==> config.mk <==
export PLATFORM = sky130hd
export DESIGN_NAME = erase_retry_ctrl
export DESIGN_NICKNAME = d
export VERILOG_FILES = /design/src/rtl/erc_pkg.sv /design/src/rtl/erc_timer.sv /design/src/rtl/erc_scan.sv /design/src/rtl/erase_retry_ctrl.sv
export SDC_FILE = /design/constraint.sdc
export NUM_CORES = 1
export LEC_CHECK = 0
export CAP_MARGIN = 20
export CORE_MARGIN = 2
export CORE_UTILIZATION = 46
export CTS_CLUSTER_DIAMETER = 150
export DETAILED_ROUTE_END_ITERATION = 8
export DONT_BUFFER_PORTS = 1
export PLACE_DENSITY = 0.68
export SYNTH_ARGS = -nofsm -noshare
export SYNTH_HDL_FRONTEND = slang
export SYNTH_SLANG_ARGS = --single-unit
==> constraint.sdc <==
create_clock -name clk -period 11.4 [get_ports clk]
set_clock_uncertainty 0.15 [all_clocks]
set_input_delay 0.57 -clock clk [delete_from_list [all_inputs] [get_ports clk]]
set_output_delay 0.57 -clock clk [all_outputs]
set_load 0.01 [all_outputs]
==> src/rtl/erc_pkg.sv <==
package erc_pkg;

   typedef enum logic [3:0] {
      ST_IDLE,
      ST_PREP,
      ST_CMD,
      ST_CMD_HOLD,
      ST_ERASE,
      ST_ERASE_HOLD,
      ST_SETTLE,
      ST_SCAN,
      ST_FINISH
   } erc_state_e;

   typedef enum logic {
      METH_HV  = 1'b0,
      METH_CMD = 1'b1
   } erc_method_e;

   localparam logic [14:0] UNLOCK_ADDR = 15'h5555;
   localparam logic [7:0]  UNLOCK_DATA = 8'hAA;
   localparam logic [14:0] ERASE_ADDR  = 15'h2AAA;
   localparam logic [7:0]  ERASE_DATA  = 8'h10;
   localparam logic [7:0]  BLANK_BYTE  = 8'hFF;

endpackage

==> src/rtl/erc_timer.sv <==
module erc_timer #(
   parameter int W = 8
) (
   input  logic         clk,
   input  logic         rst_n,
   input  logic         load_i,
   input  logic [W-1:0] val_i,
   output logic         expired_o
);

   logic [W-1:0] cnt_q;

   always_ff @(posedge clk or negedge rst_n) begin
      if (!rst_n)
         cnt_q <= '0;
      else if (load_i)
         cnt_q <= val_i;
      else if (cnt_q != '0)
         cnt_q <= cnt_q - W'(1);
   end

   assign expired_o = (cnt_q == '0);

endmodule

==> src/rtl/erc_scan.sv <==
module erc_scan #(
   parameter int AW         = 18,
   parameter bit EARLY_STOP = 1'b1
) (
   input  logic          clk,
   input  logic          rst_n,
   input  logic          en_i,
   input  logic [7:0]    data_i,
   output logic [AW-1:0] addr_o,
   output logic          end_o,
   output logic          blank_o
);

   import erc_pkg::*;

   logic [AW-1:0] addr_q;
   logic          cur_bad;
   logic          last;

   always_ff @(posedge clk or negedge rst_n) begin
      if (!rst_n)
         addr_q <= '0;
      else if (!en_i)
         addr_q <= '0;
      else
         addr_q <= addr_q + AW'(1);
   end

   assign cur_bad = (data_i != BLANK_BYTE);
   assign last    = &addr_q;
   assign addr_o  = addr_q;

   generate
      if (EARLY_STOP) begin : g_early
         assign end_o   = en_i & (cur_bad | last);
         assign blank_o = ~cur_bad;
      end else begin : g_full
         logic dirty_q;
         always_ff @(posedge clk or negedge rst_n) begin
            if (!rst_n)
               dirty_q <= 1'b0;
            else if (!en_i)
               dirty_q <= 1'b0;
            else
               dirty_q <= dirty_q | cur_bad;
         end
         assign end_o   = en_i & last;
         assign blank_o = ~dirty_q & ~cur_bad;
      end
   endgenerate

endmodule

==> src/rtl/erase_retry_ctrl.sv <==
module erase_retry_ctrl #(
   parameter int AW         = 18,
   parameter int MAX_TRIES  = 20,
   parameter int SETUP_CYC  = 250,
   parameter int SHORT_CYC  = 12500,
   parameter int LONG_CYC   = 12500000,
   parameter int HOLD_CYC   = 250,
   parameter bit EARLY_STOP = 1'b1,
   localparam int CW        = $clog2(MAX_TRIES + 1)
) (
   input  logic          clk,
   input  logic          rst_n,
   input  logic          start_i,
   input  logic          method_i,
   input  logic [7:0]    data_i,
   output logic          busy_o,
   output logic          done_o,
   output logic          pass_o,
   output logic [CW-1:0] attempts_o,
   output logic [AW-1:0] addr_o,
   output logic [7:0]    data_o,
   output logic          ce_n_o,
   output logic          oe_n_o,
   output logic          pgm_n_o,
   output logic          hv_sup_o,
   output logic          a9_hv_o
);

   import erc_pkg::*;

   localparam int MAX_A = (SETUP_CYC > HOLD_CYC) ? SETUP_CYC : HOLD_CYC;
   localparam int MAX_B = (SHORT_CYC > LONG_CYC) ? SHORT_CYC : LONG_CYC;
   localparam int MAXD  = (MAX_A > MAX_B) ? MAX_A : MAX_B;
   localparam int TW    = $clog2(MAXD + 1);

   if (AW < 15) begin : g_chk_aw
      $error("erase_retry_ctrl: AW must reach the command addresses");
   end
   if (MAX_TRIES < 1) begin : g_chk_tries
      $error("erase_retry_ctrl: MAX_TRIES must be at least 1");
   end
   if (SETUP_CYC < 1 || HOLD_CYC < 1 || SHORT_CYC < 1) begin : g_chk_dur
      $error("erase_retry_ctrl: every duration must be at least one cycle");
   end
   if (LONG_CYC <= SHORT_CYC) begin : g_chk_order
      $error("erase_retry_ctrl: erase strobe must outlast command strobe");
   end

   erc_state_e    state_q, state_d;
   erc_method_e   meth_q;
   logic [CW-1:0] tries_q;
   logic          pass_q;
   logic          tmr_exp;
   logic          tmr_load;
   logic [TW-1:0] dur;
   logic          scan_en;
   logic          scan_end;
   logic          scan_blank;
   logic [AW-1:0] scan_addr;

   always_comb begin
      state_d = state_q;
      unique case (state_q)
         ST_IDLE:       if (start_i) state_d = ST_PREP;
         ST_PREP:       if (tmr_exp) state_d = (meth_q == METH_CMD) ? ST_CMD : ST_ERASE;
         ST_CMD:        if (tmr_exp) state_d = ST_CMD_HOLD;
         ST_CMD_HOLD:   if (tmr_exp) state_d = ST_ERASE;
         ST_ERASE:      if (tmr_exp) state_d = ST_ERASE_HOLD;
         ST_ERASE_HOLD: if (tmr_exp) state_d = ST_SETTLE;
         ST_SETTLE:     if (tmr_exp) state_d = ST_SCAN;
         ST_SCAN: begin
            if (scan_end) begin
               if (scan_blank || tries_q == CW'(MAX_TRIES))
                  state_d = ST_FINISH;
               else
                  state_d = ST_PREP;
            end
         end
         ST_FINISH:     state_d = ST_IDLE;
         default:       state_d = ST_IDLE;
      endcase
   end

   always_comb begin
      unique case (state_d)
         ST_PREP, ST_SETTLE:        dur = TW'(SETUP_CYC);
         ST_CMD:                    dur = TW'(SHORT_CYC);
         ST_ERASE:                  dur = TW'(LONG_CYC);
         ST_CMD_HOLD, ST_ERASE_HOLD: dur = TW'(HOLD_CYC);
         default:                   dur = TW'(1);
      endcase
   end

   assign tmr_load = (state_d != state_q);

   erc_timer #(.W(TW)) i_timer (
      .clk       (clk),
      .rst_n     (rst_n),
      .load_i    (tmr_load),
      .val_i     (dur - TW'(1)),
      .expired_o (tmr_exp)
   );

   assign scan_en = (state_q == ST_SCAN);

   erc_scan #(.AW(AW), .EARLY_STOP(EARLY_STOP)) i_scan (
      .clk     (clk),
      .rst_n   (rst_n),
      .en_i    (scan_en),
      .data_i  (data_i),
      .addr_o  (scan_addr),
      .end_o   (scan_end),
      .blank_o (scan_blank)
   );

   always_ff @(posedge clk or negedge rst_n) begin
      if (!rst_n) begin
         state_q <= ST_IDLE;
         meth_q  <= METH_HV;
         tries_q <= '0;
         pass_q  <= 1'b0;
      end else begin
         state_q <= state_d;
         if (state_q == ST_IDLE && start_i) begin
            meth_q  <= erc_method_e'(method_i);
            tries_q <= CW'(1);
            pass_q  <= 1'b0;
         end else if (state_q == ST_SCAN && scan_end) begin
            if (scan_blank)
               pass_q <= 1'b1;
            else if (tries_q != CW'(MAX_TRIES))
               tries_q <= tries_q + CW'(1);
         end
      end
   end

   logic in_erase;
   logic in_cmd;
   assign in_erase = (state_q == ST_ERASE) || (state_q == ST_ERASE_HOLD);
   assign in_cmd   = (state_q == ST_CMD)   || (state_q == ST_CMD_HOLD);

   always_comb begin
      addr_o = '0;
      data_o = BLANK_BYTE;
      if (in_cmd) begin
         addr_o = AW'(UNLOCK_ADDR);
         data_o = UNLOCK_DATA;
      end else if (in_erase && meth_q == METH_CMD) begin
         addr_o = AW'(ERASE_ADDR);
         data_o = ERASE_DATA;
      end else if (scan_en) begin
         addr_o = scan_addr;
      end
   end

   assign busy_o     = (state_q != ST_IDLE) && (state_q != ST_FINISH);
   assign done_o     = (state_q == ST_FINISH);
   assign pass_o     = pass_q;
   assign attempts_o = tries_q;
   assign ce_n_o     = (state_q == ST_IDLE) || (state_q == ST_FINISH);
   assign oe_n_o     = ~scan_en;
   assign pgm_n_o    = ~((state_q == ST_CMD) || (state_q == ST_ERASE));
   assign hv_sup_o   = (state_q == ST_PREP) || in_cmd || in_erase;
   assign a9_hv_o    = (meth_q == METH_HV) && ((state_q == ST_PREP) || in_erase);

endmodule

# Word-level counts from Yosys, hierarchy flattened
# Cells that the tools add are included.
[classes]
add_sub_neg = 4
eq_ne = 20
reduce_logical = 25
muxes = 27
n_bitwise = 6
[op_table]
columns = ["operator", "count"]
rows = [
  ["2-to-1 mux 18 bit", 4],
  ["case mux 24 bit (3 select lines)", 1],
  ["2-to-1 mux 24 bit", 2],
  ["subtractor 24 x 1 -> 24 bit (second input constant)", 2],
  ["2-to-1 mux 4 bit", 9],
  ["case mux 4 bit (8 select lines)", 1],
  ["== test 4 x 3 -> 1 bit (second input constant)", 7],
  ["logical NOT 24 bit", 1],
  ["nonzero test 24 bit", 1],
  ["2-to-1 mux 5 bit", 4],
  ["adder 18 x 1 -> 18 bit (second input constant)", 1],
  ["AND reduction 18 bit", 1],
  ["== test 4 x 2 -> 1 bit (second input constant)", 4],
  ["2-to-1 mux 8 bit", 2],
  ["== test 4 x 1 -> 1 bit (second input constant)", 2],
  ["logical OR 1 bit", 8],
  ["inequality test 8 bit (second input constant)", 1],
  ["nonzero test 2 bit", 4],
  ["adder 5 x 1 -> 5 bit (second input constant)", 1],
  ["== test 5 bit (second input constant)", 1],
  ["logical AND 1 bit", 5],
  ["inequality test 5 bit (second input constant)", 1],
  ["== test 4 bit (second input constant)", 1],
  ["logical NOT 4 bit", 1],
  ["other kinds (12)", 17],
]
[totals]
regBits = 53

# Longest topological paths before layout
[depth]
word_depth = 11
mapped_depth = 18

# Hierarchy
# A second synthesis with hierarchy kept.
[hier_totals]
cells_unflattened = 412
hier_area_um2 = 3499.6
[by_module_without_submodules]
columns = ["mod", "instances", "cells_per_inst", "area_each_um2"]
rows = [
  ["erc_timer", 1, 164, 1506.4],
  ["erase_retry_ctrl", 1, 150, 1066.0],
  ["erc_scan", 1, 98, 927.1],
]

# Worst setup path before layout
# No wires, ideal clock.
[synth_path]
kind = "register -> register"
startpoint = "reg i_scan.addr_q[0], in the netlist i_scan.addr_o[0]"
endpoint = "reg i_timer.cnt_q[22]"
stages_incl_launch_ff = 17
arrival_ns = 3.526
synth_period_minus_slack_ns = 3.762
path_slack_ns = 7.638
setup_ns = 0.086
t_required_ns = 11.164
path_cell_list = "dfrtp_1 ha_1 and3_1 nand3_1 or3_1 a21oi_2 inv_2 buf_2 nand4_1 o211a_2 o21a_1 ha_1 o2111a_1 nor3b_1 nand3_1 o31a_1 nor3_1"
[synth_via]
elab_chain_cells = 10
word_cells_on_any_way = 17
classes_between = "add/sub (1); eq/ne (7); mux (4); bitwise (2); reduce/logical (3)"
[synth_rtl]
columns = ["element", "line", "source"]
rows = [
  ["start: declaration", "erc_scan.sv:16", "logic [AW-1:0] addr_q;"],
  ["start signal: assignment", "erc_scan.sv:26", "addr_q <= addr_q + AW'(1);"],
  ["AND reduction 18 bit *", "erc_scan.sv:30", "assign last = &addr_q;"],
  ["OR 1 bit *", "erc_scan.sv:35", "assign end_o = en_i & (cur_bad | last);"],
  ["AND 1 bit *", "erc_scan.sv:35", ""],
  ["2-to-1 mux 4 bit *", "erase_retry_ctrl.sv:72", "if (scan_end) begin"],
  ["case mux 4 bit (8 select lines) *", "erase_retry_ctrl.sv:63", "unique case (state_q)"],
  ["via state_d[2]", "erase_retry_ctrl.sv:49", "erc_state_e state_q, state_d;"],
  ["== test 4 x 2 -> 1 bit, or another cell as far along", "erase_retry_ctrl.sv:85", "unique case (state_d)"],
  ["OR reduction 4 bit (no line)", "--", ""],
  ["case mux 24 bit (3 select lines)", "erase_retry_ctrl.sv:85", ""],
  ["subtractor 24 x 1 -> 24 bit", "erase_retry_ctrl.sv:100", ".val_i (dur - TW'(1)),"],
  ["2-to-1 mux 24 bit", "erc_timer.sv:16", "else if (load_i)"],
  ["end signal: assignment", "erc_timer.sv:17", "cnt_q <= val_i;"],
  ["end signal: assignment", "erc_timer.sv:19", "cnt_q <= cnt_q - W'(1);"],
  ["end: declaration", "erc_timer.sv:11", "logic [W-1:0] cnt_q;"],
]
# The timed path passes the listed nets; every way through them passes the cells marked *.
# A chain may end at the register's enable or synchronous reset.

# Worst setup path in the final report
[layout_path]
startpoint = "reg state_q[0]"
endpoint = "reg i_timer.cnt_q[10]"
[layout_via]
elab_chain_cells = 9
word_cells_on_any_way = 30
classes_between = "add/sub (1); eq/ne (14); mux (11); bitwise (1); reduce/logical (3)"
[layout_rtl]
columns = ["element", "line", "source"]
rows = [
  ["start: declaration", "erase_retry_ctrl.sv:49", ""],
  ["start signal: assignment", "erase_retry_ctrl.sv:123", "state_q <= state_d;"],
  ["== test 4 x 3 -> 1 bit", "erase_retry_ctrl.sv:63, erase_retry_ctrl.sv:104", ""],
  ["AND 1 bit", "erc_scan.sv:35", ""],
  ["2-to-1 mux 4 bit", "erase_retry_ctrl.sv:72", ""],
  ["case mux 4 bit (8 select lines)", "erase_retry_ctrl.sv:63", ""],
  ["== test 4 x 2 -> 1 bit, or another cell as far along", "erase_retry_ctrl.sv:85", ""],
  ["OR reduction 4 bit (no line)", "--", ""],
  ["case mux 24 bit (3 select lines)", "erase_retry_ctrl.sv:85", ""],
  ["subtractor 24 x 1 -> 24 bit", "erase_retry_ctrl.sv:100", ""],
  ["2-to-1 mux 24 bit", "erc_timer.sv:16", ""],
]
# Parallel ways exist; a longest one is shown, timed or not.

==> flow_summary_export.csv <==
group,metric,value,unit
min_path,min_path_type,"input pin to register",
worst_setup_path,reg2reg_slack,6500,ps
detailed_routing,drtAntennaViolNets,0,
cts,clock_tree.buffer_depth,2,
floorplanning,start_util,0.480,
global_routing,grt_antenna_before_repair,0,
synth,synthFlopType,"dfrtp_1",
global_routing,grt_usage,0.236,
synth,ys_warn_count,0,
timing,relSlewSlack,0.399,
min_path,hold_end,"meth_q",
timing,fin_crit_sh,0.430,
cts,clock_sinks,53,
global_routing,grt_util_met3,0.0401,
final_layout,diodes,0,
status,status,"finished clean",
final_layout,multi_input_area,2190,um2
cts,hold_buffers,2,
final_layout,n_fill_cell,759,
synth,syn-instance-count,457,
global_routing,grt_pass1_vias,3210,
worst_setup_path,r2r_start,"state_q[0]",
detailed_routing,wire_per_inst,18.6,um
synth,ys_seq_elements,53,
floorplanning,fp.dieH,94.0,um
cts,htree_levels,2,
global_routing,grt_pass1_wl,16.4,mm
synth,synth_area,3720,um2
power_and_ir_drop,powerDensity,85.5,nW/um2
synth,ys_async_sr_fraction,1.00,
synth,ys_seq_area_frac,0.356,
worst_setup_path,crit_start,"state_q[0]",
worst_setup_path,critical_path_class,"register to register",
timing,max_freq,0.204,GHz
detailed_routing,detail_route.drc_violations,0,
detailed_routing,num_vias,3474,
worst_setup_path,start_kind,"register",
floorplanning,dieWidth,94.0,um
worst_setup_path,end_kind,"register",
timing,tns,0,ps
global_routing,grt-ovfl-total,0,
timing,rsz0062_at_grt,"no",
cts,cts-buffers-inserted,5,
min_path,hold_depth,1,
global_routing,grt_busiest_layer,"met2",
cts,cts_resized,0,
cts,cts_tree,"built",
final_layout,drive_gt1_frac,0.0682,
cts,clkLatencyLatePin,320,ps
worst_setup_path,crit_arrival,4920,ps
min_path,min_from,"method_i",
cts,cts-root-buf,"clkbuf_8",
detailed_routing,wirelength,10.1,mm
global_routing,grtUsageMet2,0.354,
floorplanning,rows,32,
cts,clkTransAtPathRegs,110,ps
floorplanning,core-area,7770,um2
placed_design,io_buffers,0,
floorplanning,io-pin-count,51,
detailed_routing,via_per_inst,6.41,
detailed_routing,drtIter0Drc,376,
worst_setup_path,required,11420,ps
placed_design,gp_congestion,0.938,
synth,synth_edf_count,0,
timing,slew_viol_final,0,
timing,finalSetupViolations,0,
worst_setup_path,reg2reg_depth,13,
detailed_routing,drtPass1Iterations,5,
placed_design,dp_hpwl,7.25,mm
final_layout,fin_nets,455,
power_and_ir_drop,ir_drop,0.0000536,V
global_routing,met1_usage,0.348,
power_and_ir_drop,power,330,uW
timing,worst_pin_slew,889,ps
worst_setup_path,r2r-end,"i_timer.cnt_q[10]",
floorplanning,die_area,8830,um2
synth,synth_cell_types,73,
global_routing,grt_max_degree,54,
worst_setup_path,cp_max_fo,22,
synth,syn_area_per_cell,8.15,um2
power_and_ir_drop,leakagePower,0.00158,uW
final_layout,ff_latch_area,1330,um2
timing,finalHoldViolations,0,
cts,postCtsSetupBuffers,0,
final_layout,syn_to_final_growth,3.46,%
timing,fin_crit,4900,ps
synth,synth.net_count,473,
flow_run,drv_cap,0,
## cells in the mapped netlist (4+ instances only)
library cell | number | area share
a21oi_1 | 20 | 0.027
xnor2_1 | 7 | 0.016
nor4_1 | 6 | 0.010
nand4_1 | 12 | 0.020
nand2_1 | 62 | 0.062
and3_1 | 13 | 0.022
nor3_1 | 16 | 0.021
o21ai_0 | 17 | 0.023
inv_1 | 8 | 0.0081
o211ai_1 | 6 | 0.012
clkbuf_1 | 11 | 0.011
or3_1 | 7 | 0.012
buf_4 | 8 | 0.016
xor2_1 | 16 | 0.038
ha_1 | 4 | 0.013
dfrtp_1 | 53 | 0.36
and2_1 | 5 | 0.0084
o21a_1 | 4 | 0.0081
buf_2 | 8 | 0.011
o22ai_1 | 6 | 0.010
nor2_1 | 62 | 0.062
a311oi_1 | 6 | 0.014
and4_1 | 6 | 0.014
nand3_1 | 22 | 0.030
## critical path, stage by stage, from the launching register on
cell	delay, ps
dfrtp_1	770
and4b_4	530
inv_2	260
a211oi_4	460
nor2_1	140
and3_1	350
a311oi_1	470
o21a_1	170
ha_1	180
o2111a_1	230
nand2_1	130
nor3_1	370
nor2_1	120
a2111oi_0	420
## cells in the final DEF (no fill, tap or decap), types with 3 or more instances in the layout
master,count
nand4_1,12
or3_1,7
nor2b_1,3
nor2_1,62
o21a_1,4
o211ai_1,6
a211oi_1,3
dfrtp_1,53
and4_1,6
nor4_1,6
inv_2,3
nand2_1,62
nand3_1,22
and3_1,13
a21oi_1,20
o21ai_1,3
xor2_1,16
clkbuf_8,5
a31oi_1,3
inv_1,8
ha_1,4
o21ai_0,17
o22ai_1,6
o211a_1,3
xnor2_1,7
and2_1,5
a311oi_1,6
nor3_1,16
or4_1,3
## flip-flops by register name (all words and copies together), names as in the netlist
signal / count
i_scan.addr_o: 18
attempts_o: 5
pass_o: 1
i_timer.cnt_q: 24
meth_q: 1
state_q: 4
## worst max-delay path by stage
stage,end,slack (ps),depth (start not counted)
detailed placement,i_timer.cnt_q[10],6520,13
global route,i_timer.cnt_q[22],6050,13
finish,i_timer.cnt_q[10],6500,13
global placement,i_timer.cnt_q[17],6690,10
floorplan,i_timer.cnt_q[22],7640,16
CTS,i_timer.cnt_q[10],6530,13
## where the power goes
group / leakage, uW / total (uW) / switching, uW / internal (uW)
Combinational: 0.000844 / 5.79 / 4.34 / 1.45
Sequential: 0.000679 / 188 / 0.0456 / 188
Clock: 0.0000585 / 136 / 69.8 / 66.0
Total: 0.00158 / 330 / 74.2 / 255
## metal layers
metal	vias up	wire length (um)
met1	1683	4610
li1	1628	-
met2	142	4490
met4	0	221
met3	21	729
met5	-	0
## final cells by class
| type | instances | area share |
|---|---|---|
| Clock inverter | 3 | 0.0114 |
| Sequential cell | 53 | 0.344 |
| Inverter | 12 | 0.0117 |
| Multi-Input combinational cell | 363 | 0.568 |
| Tap cell | 102 | 0.0331 |
| Clock buffer | 5 | 0.0179 |
| Timing Repair Buffer | 4 | 0.0136 |
## stage by stage
step	instances	util	setup WS, ps	cell area, um2	hold slack, ps
after floorplan	457	-	7640	3720	124
after global placement	532	0.477	6690	3700	126
after detailed placement	532	0.477	6520	3700	126
after CTS	542	0.496	6530	3850	248
after global routing	542	0.496	6050	3850	241
final	542	0.496	6500	3850	248
## cells by family (layout without fill, tap and decap cells)
family / Yosys count / in the layout / share of synthesized area
compound gates: 101 / 101 / 0.198
mux: 3 / 3 / 0.00873
fa+ha+maj: 4 / 4 / 0.0134
flops: 53 / 53 / 0.356
buf+inv: 41 / 24 / 0.0561
simple gates: 232 / 232 / 0.314
xor+xnor: 23 / 23 / 0.0541
Power figures use the tool's default switching activity.
